### src/rtl/alarm_cmp_pkg.sv
package alarm_cmp_pkg;

  localparam int NUM_FIELDS = 5;
  localparam int NUM_DIGITS = 9;

  typedef enum logic [2:0] {
    FLD_SEC  = 3'd0,
    FLD_MIN  = 3'd1,
    FLD_HOUR = 3'd2,
    FLD_WDAY = 3'd3,
    FLD_DAY  = 3'd4
  } field_e;

  // lowest digit address used by a field
  function automatic int field_base(input int f);
    case (f)
      0: return 0;
      1: return 2;
      2: return 4;
      3: return 6;
      default: return 7;
    endcase
  endfunction

  // true when the field has a units and a tens digit
  function automatic bit field_paired(input int f);
    return f != int'(FLD_WDAY);
  endfunction

  // digit carrying the exclude bit of a field
  function automatic int field_mask_digit(input int f);
    return field_paired(f) ? field_base(f) + 1 : field_base(f);
  endfunction

endpackage

### src/rtl/alarm_rst_sync.sv
module alarm_rst_sync #(
  parameter int STAGES = 2
) (
  input  logic clk,
  input  logic rst_n,
  output logic rst_sync_n
);

  logic [STAGES-1:0] sync_q;
  logic [STAGES-1:0] sync_d;

  always_comb begin
    sync_d = {sync_q[STAGES-2:0], 1'b1};
  end

  always_ff @(posedge clk or negedge rst_n) begin
    if (!rst_n) sync_q <= '0;
    else        sync_q <= sync_d;
  end

  assign rst_sync_n = sync_q[STAGES-1];

endmodule

### src/rtl/alarm_digit_regs.sv
module alarm_digit_regs #(
  parameter int DIG_W      = 4,
  parameter int ADDR_W     = 4,
  parameter int NUM_DIGITS = 9
) (
  input  logic                             clk,
  input  logic                             rst_n,
  input  logic                             wr_en,
  input  logic [ADDR_W-1:0]                wr_addr,
  input  logic [DIG_W-1:0]                 wr_data,
  output logic [NUM_DIGITS-1:0][DIG_W-1:0] digits
);

  logic [NUM_DIGITS-1:0][DIG_W-1:0] dig_q;
  logic [NUM_DIGITS-1:0][DIG_W-1:0] dig_d;

  for (genvar k = 0; k < NUM_DIGITS; k++) begin : g_digit
    logic hit;
    assign hit = wr_en && (wr_addr == ADDR_W'(k));

    always_comb begin
      dig_d[k] = hit ? wr_data : dig_q[k];
    end

    always_ff @(posedge clk or negedge rst_n) begin
      if (!rst_n) dig_q[k] <= '0;
      else        dig_q[k] <= dig_d[k];
    end
  end

  assign digits = dig_q;

endmodule

### src/rtl/alarm_field_cmp.sv
module alarm_field_cmp
  import alarm_cmp_pkg::*;
#(
  parameter int DIG_W    = 4,
  parameter int MASK_BIT = 3
) (
  input  logic [NUM_DIGITS-1:0][DIG_W-1:0] alarm_dig,
  input  logic [NUM_DIGITS-1:0][DIG_W-1:0] now_dig,
  output logic                             all_match
);

  localparam int LOW_W = MASK_BIT;

  logic [NUM_FIELDS-1:0] field_ok;
  logic [NUM_FIELDS-1:0] unused_now_msb;

  for (genvar f = 0; f < NUM_FIELDS; f++) begin : g_field
    localparam int BASE = field_base(f);
    localparam int MDIG = field_mask_digit(f);
    logic excluded;
    logic equal;

    assign excluded = alarm_dig[MDIG][MASK_BIT];

    if (field_paired(f)) begin : g_pair
      assign equal = (alarm_dig[BASE] == now_dig[BASE]) &&
                     (alarm_dig[BASE+1][LOW_W-1:0] == now_dig[BASE+1][LOW_W-1:0]);
      assign unused_now_msb[f] = ^now_dig[BASE+1][DIG_W-1:LOW_W];
    end else begin : g_single
      assign equal = alarm_dig[BASE][LOW_W-1:0] == now_dig[BASE][LOW_W-1:0];
      assign unused_now_msb[f] = ^now_dig[BASE][DIG_W-1:LOW_W];
    end

    assign field_ok[f] = excluded || equal;
  end

  assign all_match = &field_ok;

endmodule

### src/rtl/alarm_flag_ctrl.sv
module alarm_flag_ctrl (
  input  logic       clk,
  input  logic       rst_n,
  input  logic       time_tick,
  input  logic       all_match,
  input  logic       ctrl_we,
  input  logic [1:0] ctrl_wdata,
  output logic       flag,
  output logic       enable
);

  logic af_q, af_d;
  logic aie_q, aie_d;

  always_comb begin
    aie_d = ctrl_we ? ctrl_wdata[0] : aie_q;
    af_d  = af_q;
    if (ctrl_we && !ctrl_wdata[1]) af_d = 1'b0;
    if (time_tick && all_match)    af_d = 1'b1;
  end

  always_ff @(posedge clk or negedge rst_n) begin
    if (!rst_n) begin
      af_q  <= 1'b0;
      aie_q <= 1'b0;
    end else begin
      af_q  <= af_d;
      aie_q <= aie_d;
    end
  end

  assign flag   = af_q;
  assign enable = aie_q;

endmodule

### src/rtl/alarm_match_unit.sv
module alarm_match_unit
  import alarm_cmp_pkg::*;
#(
  parameter int DIG_W      = 4,
  parameter int ADDR_W     = 4,
  parameter int BANK_W     = 2,
  parameter int ALARM_BANK = 1,
  parameter int CTRL_ADDR  = 14,
  parameter int MASK_BIT   = 3
) (
  input  logic                        clk,
  input  logic                        rst_n,
  input  logic [BANK_W-1:0]           bank_i,
  input  logic                        reg_we,
  input  logic [ADDR_W-1:0]           reg_addr,
  input  logic [DIG_W-1:0]            reg_wdata,
  output logic [DIG_W-1:0]            reg_rdata,
  input  logic                        time_tick,
  input  logic [NUM_DIGITS*DIG_W-1:0] now_bcd,
  output logic                        irq_o
);

  logic                             rst_sync_n;
  logic                             bank_hit;
  logic                             digit_we;
  logic                             ctrl_we;
  logic                             all_match;
  logic                             af_q;
  logic                             aie_q;
  logic [NUM_DIGITS-1:0][DIG_W-1:0] alarm_dig;
  logic [NUM_DIGITS-1:0][DIG_W-1:0] now_dig;

  assign now_dig  = now_bcd;
  assign bank_hit = bank_i == BANK_W'(ALARM_BANK);
  assign digit_we = reg_we && bank_hit && (reg_addr < ADDR_W'(NUM_DIGITS));
  assign ctrl_we  = reg_we && bank_hit && (reg_addr == ADDR_W'(CTRL_ADDR));

  alarm_rst_sync #(.STAGES(2)) u_rst (
    .clk        (clk),
    .rst_n      (rst_n),
    .rst_sync_n (rst_sync_n)
  );

  alarm_digit_regs #(
    .DIG_W      (DIG_W),
    .ADDR_W     (ADDR_W),
    .NUM_DIGITS (NUM_DIGITS)
  ) u_regs (
    .clk     (clk),
    .rst_n   (rst_sync_n),
    .wr_en   (digit_we),
    .wr_addr (reg_addr),
    .wr_data (reg_wdata),
    .digits  (alarm_dig)
  );

  alarm_field_cmp #(
    .DIG_W    (DIG_W),
    .MASK_BIT (MASK_BIT)
  ) u_cmp (
    .alarm_dig (alarm_dig),
    .now_dig   (now_dig),
    .all_match (all_match)
  );

  alarm_flag_ctrl u_flag (
    .clk        (clk),
    .rst_n      (rst_sync_n),
    .time_tick  (time_tick),
    .all_match  (all_match),
    .ctrl_we    (ctrl_we),
    .ctrl_wdata (reg_wdata[1:0]),
    .flag       (af_q),
    .enable     (aie_q)
  );

  always_comb begin
    reg_rdata = '0;
    if (bank_hit) begin
      for (int k = 0; k < NUM_DIGITS; k++) begin
        if (reg_addr == ADDR_W'(k)) reg_rdata = alarm_dig[k];
      end
      if (reg_addr == ADDR_W'(CTRL_ADDR)) reg_rdata = {{(DIG_W-2){1'b0}}, af_q, aie_q};
    end
  end

  assign irq_o = af_q & aie_q;

endmodule

### config.mk
export PLATFORM = sky130hd
export DESIGN_NAME = alarm_match_unit
export DESIGN_NICKNAME = d
export VERILOG_FILES = /design/src/rtl/alarm_cmp_pkg.sv /design/src/rtl/alarm_rst_sync.sv /design/src/rtl/alarm_digit_regs.sv /design/src/rtl/alarm_field_cmp.sv /design/src/rtl/alarm_flag_ctrl.sv /design/src/rtl/alarm_match_unit.sv
export SDC_FILE = /design/constraint.sdc
export NUM_CORES = 1
export LEC_CHECK = 0
export BUFFER_PORTS_ARGS = -buffer_cell sky130_fd_sc_hd__buf_2
export CAP_MARGIN = 20
export CORE_MARGIN = 8
export CORE_UTILIZATION = 54
export CTS_CLUSTER_DIAMETER = 50
export DETAILED_ROUTE_END_ITERATION = 16
export PLACE_DENSITY_LB_ADDON = 0.15
export SYNTH_ARGS = -nofsm -noshare
export SYNTH_HDL_FRONTEND = slang
export SYNTH_SLANG_ARGS = --single-unit
### constraint.sdc
create_clock -name clk -period 2.1 [get_ports clk]
set_clock_uncertainty 0.15 [all_clocks]
set_input_delay 0.42 -clock clk [delete_from_list [all_inputs] [get_ports clk]]
set_output_delay 0.42 -clock clk [all_outputs]
set_load 0.02 [all_outputs]
Word level (Yosys, flattened, before mapping):

Cells that the tools add are included.

* flip-flop bits (word level): 40
* input port bits: 50
* output and inout bits: 5
* logic and storage cells: 73

* $lt $le $gt $ge: 1
* eq/ne operators: 19
* mux-type cells: 13
* bitwise gates (word level): 1
* reductions and logical operators: 27

Operators by type and width (count)
* two-way mux 4 bit: 11
* logical AND 1 bit: 18
* == test 4 x 3 -> 1 bit (second input constant): 4
* == test 4 bit: 4
* == test 3 bit: 5
* == test 4 x 2 -> 1 bit (second input constant): 2
* == test 4 bit (second input constant): 2
* logical OR 1 bit: 5
* AND reduction 5 bit: 1
* == test 4 x 1 -> 1 bit (second input constant): 1
* zero test 4 bit: 1
* less-than comparator 4 bit (second input constant): 1
* == test 2 x 1 -> 1 bit (second input constant): 1
* two-way mux 1 bit: 2
* nonzero test 2 bit: 1
* bitwise AND 1 bit: 1
* zero test 1 bit: 1

Longest topological paths before layout:

* word-level depth: 12
* mapped depth: 7
* depth with buffers taken out: 6

Hierarchy:

From an unflattened synthesis, not the netlist that was laid out.

* cells, all modules: 212
* area total of the unflattened synthesis: 2466.1 sq um

Modules (own cells, without submodules)
* alarm_digit_regs: instances 1, cells each 86, area an instance 1456.4 sq um, sequential area each 900.9 sq um
* alarm_match_unit: instances 1, cells each 76, area an instance 530.5 sq um, sequential area each 0.0 sq um
* alarm_field_cmp: instances 1, cells each 42, area an instance 345.3 sq um, sequential area each 0.0 sq um
* alarm_flag_ctrl: instances 1, cells each 5, area an instance 80.1 sq um, sequential area each 50.0 sq um
* alarm_rst_sync: instances 1, cells each 3, area an instance 53.8 sq um, sequential area each 50.0 sq um

Worst setup path before layout:

OpenSTA, ideal clock, no wires.

* kind: in2out
* from: in reg_addr[0]
* to: out reg_rdata[1]
* arrival: 1789 ps
* required time: 1530 ps
* path slack: -259 ps
* stages: 7
* path buffers: 1
* cell sequence: buf_2 or3b_1 a21oi_1 a31oi_1 a31oi_1 o221ai_1 a31oi_1

* cells in the longest elaborated chain, start to end: 12
* elaborated cells between the ends (all ways): 21
* those cells by class: 9 x eq/ne; 11 x mux; 1 x reduce/logical

Ends and longest elaborated chain
* start, declared: line alarm_match_unit.sv:15 `input logic [ADDR_W-1:0] reg_addr,`
* zero test 4 bit: line alarm_match_unit.sv:81 `if (reg_addr == ADDR_W'(k)) reg_rdata = alarm_dig[k];`
* two-way mux 4 bit (9 in series): line alarm_match_unit.sv:81
* two-way mux 4 bit *: line alarm_match_unit.sv:83 `if (reg_addr == ADDR_W'(CTRL_ADDR)) reg_rdata = {{(DIG_W-2){1'b0}}, af_q, aie_q};`
* two-way mux 4 bit *: line alarm_match_unit.sv:79 `if (bank_hit) begin`
* end, declared: line alarm_match_unit.sv:17 `output logic [DIG_W-1:0] reg_rdata,`

Mark *: on every way between the ends. The rest lies on a longest branch, timed or not.

Worst setup path after layout:

* from: reg u_regs.dig_q (netlist bit u_regs.digits[0])
* to: out reg_rdata[0]

* cells in the longest elaborated chain, start to end: 11

Ends and longest elaborated chain
* start, declared: line alarm_digit_regs.sv:14 `logic [NUM_DIGITS-1:0][DIG_W-1:0] dig_q;`
* start signal, assigned by index: line alarm_digit_regs.sv:27 `else dig_q[k] <= dig_d[k];`
* two-way mux 4 bit (9 in series): line alarm_match_unit.sv:81
* two-way mux 4 bit: line alarm_match_unit.sv:83
* two-way mux 4 bit: line alarm_match_unit.sv:79

No other way between the ends.

==> out/qor.txt <==
Outcome: complete, but fails checks
Failing checks: negative setup slack
Max Transition Viols Final: 0
Largest net degree at the start of global routing: 39
DRC viols: 0
Post-Layout Inst Area: 0.00305 sq mm
Die width: 82.0 um
First-pass GRT wire length: 10.0 mm
CTS clk-pin slew, worst paths: 0.07 ns
Worst setup EP type: output port
CTS sink count: 40
Max VDD drop: 0.508 mV
TritonCTS clock tree: built
CTS buffer count: 5
P_leak: 1.44 nW
Yosys top cell by area: dfrtp_1
Wire per inst: 18.0 um
Via/cell ratio: 5.64
Required @ worst endpoint: 1.53 ns
Final core occ: 0.715
Setup crit start kind: flip-flop
Pwr dens: 623 mW/mm^2
Achievable Freq: 0.421 GHz
Clock insertion delay at the later pin of the skew report: 0.29 ns
Tmin final: 2.38 ns
Grt ovf: 0
Bufs on Longest Clock Path: 2
Core Area: 0.00426 sq mm
Net Switching: 543 uW
Final setup fails: 4
Seq cells post-synth: 40
Antenna diodes: 0
Sw Share: 0.286
Most common cell in the netlist: dfrtp_1
Pint: 1.36 mW
Syn Nets: 262
CP max FO: 2
Layout cells sized above 1: 0.478
Sequential area share after synthesis: 0.425
Number of DRC markers in iteration 0: 116
CTS H-tree depth: 2
Setup tns final: -0.898 ns
Non-Filler Instances: 345
Clk pwr share: 0.244
Layout area overhead: 29.4%
Die Ht: 82.0 um
Main synth FF type: dfrtp_1
Reg-to-reg setup timing slack: 0.22 ns
Endpoints failing hold: 0
DRT antenna net count: 0
Vias in the first global route: 1956
Root buffer cell: clkbuf_8
Placed cell area: 0.00284 sq mm
Boundary pin count: 55
Post-synth EDFFs: 0
Total track usage: 0.200
Die ar.: 0.00673 sq mm
HP Class: flip-flop to asynchronous set/reset pin
Mapped Area: 0.00235 sq mm
Sequential share of power: 0.505
DP Wirelength: 4.74 mm
Synth top area cells: dfrtp_1 43%, mux2_2 18%, xor2_1 6.7%, xnor2_1 4.8%, a31oi_1 2.1%
Hold slack final: 0.149 ns
Async S/R FF share, synth: 1.00
Max Cap Viol: 0
Synth top area share: 0.425
RePlAce Congestion: 0.883
Syn_area_per_cell: 11.1 sq um
Std-Cell Rows: 24
DR vias: 1946
Top cells by count, synth: 40 x dfrtp_1, 37 x mux2_2, 18 x xor2_1, 13 x xnor2_1, 12 x nand2_1
Total power: 1.90 mW
Period utilization: 1.13
Placed cells: 329
Fillers: 340
Post-place setup slack: -0.316 ns
WL final: 6.21 mm
Count of different cell masters after synthesis: 43
CP Class: flip-flop to output port
Worst EP arrival: 1.81 ns
NumNets Final: 345
TritonRoute pass-1 iters: 4
Post-Synthesis Cells: 212
Initial antenna violation count: 0
Starting Density: 0.552
Port buffer count: 49
PnR worst setup slack: -0.278 ns
Combinational fraction of design power: 0.251
Ys Warns: 0
Unrepaired setup endpoints after global routing: true
[worst max-delay path, stage by stage, from the launching register on]
cell and delay (ns):
dfrtp_1 0.37, mux2i_1 0.08, or4_1 0.41, o221ai_2 0.08
o2bb2ai_1 0.14, o211ai_1 0.14, a31oi_2 0.15, buf_4 0.16
[flip-flops by register name, summed over array words and instances, names as in the netlist]
signal	cells
u_flag.enable	1
u_flag.flag	1
u_regs.digits	36
u_rst.sync_q	2
[timing repair]
item	4_1_cts	5_1_grt
pin swaps	8	1
hold endpoints to repair	2	0
hold buffers	1	0
resized for setup	13	2
endpoints found under the setup margin	4	4
buffers inserted	6	4
[path summary, 6_finish.rpt]
check | depth (start not counted) | start | endpoint
worst max-delay path | 7 | u_regs.digits[0]$_DFFE_PN0P_ | reg_rdata[0]
max in group asynchronous | 1 | u_rst.sync_q[1]$_DFF_PN0_ | u_regs.digits[4]$_DFFE_PN0P_
worst min register to register | 1 | u_rst.sync_q[1]$_DFF_PN0_ | u_regs.digits[30]$_DFFE_PN0P_
worst max register to register | 7 | u_regs.digits[0]$_DFFE_PN0P_ | u_flag.flag$_DFFE_PN0P_
min in group clk | 0 | u_rst.sync_q[0]$_DFF_PN0_ | u_rst.sync_q[1]$_DFF_PN0_
worst min-delay path | 1 | u_rst.sync_q[1]$_DFF_PN0_ | u_regs.digits[30]$_DFFE_PN0P_
[placed cells by master (no fill, tap or decap), types with 2 or more instances in the layout]
master / instances
a21oi_1: 3
a31oi_1: 5
mux4_2: 2
clkbuf_8: 5
buf_4: 39
nor3b_2: 2
o21ai_0: 8
buf_2: 42
nor4_1: 4
nand2b_1: 2
nor2b_1: 3
a41oi_1: 3
nand3_1: 3
mux2i_1: 4
and2_1: 2
o221ai_2: 2
inv_1: 3
mux2_2: 37
xor2_1: 18
a31oi_2: 3
nand4_1: 2
dfrtp_1: 40
xnor2_1: 13
nor2_1: 6
nor3_1: 5
buf_6: 3
nand2_1: 12
[power groups by stage]
| stage | registers [mW] | clock network, mW | logic, mW |
|---|---|---|---|
| after CTS | 0.960 | 0.467 | 0.457 |
| after global routing | 0.971 | 0.492 | 0.523 |
| final | 0.959 | 0.464 | 0.476 |
| after floorplan | 0.955 | 0 | 0.268 |
| after global placement | 0.973 | 0 | 0.408 |
| after detailed placement | 0.977 | 0 | 0.422 |
[area by class of cell]
type                       count  area, sq um  share of cell area
sequential                    40         1000               0.328
multi-input combinational    158         1320               0.433
timing repair buffer          87          582               0.191
inverter                       3         11.3             0.00369
tap                           52         65.1              0.0213
clock buffer                   5         68.8              0.0226
[cells by family after synthesis]
logic type | synth area share
and+or+nand+nor | 0.122
muxes | 0.213
DFF | 0.425
AOI/OAI and AO/OA | 0.0935
xor gates and xnor gates | 0.115
buffers and inverters | 0.0292
other | 0.00159
[per-layer routing]
metal  track usage  part of all wire  vias to the layer above
li1              -                 -                      933
met1         0.260              0.44                      952
met2         0.321              0.48                       52
met3        0.0460             0.058                        9
met4        0.0684             0.016                        0
met5             0                 0                        -
Power figures use the tool's default switching activity.
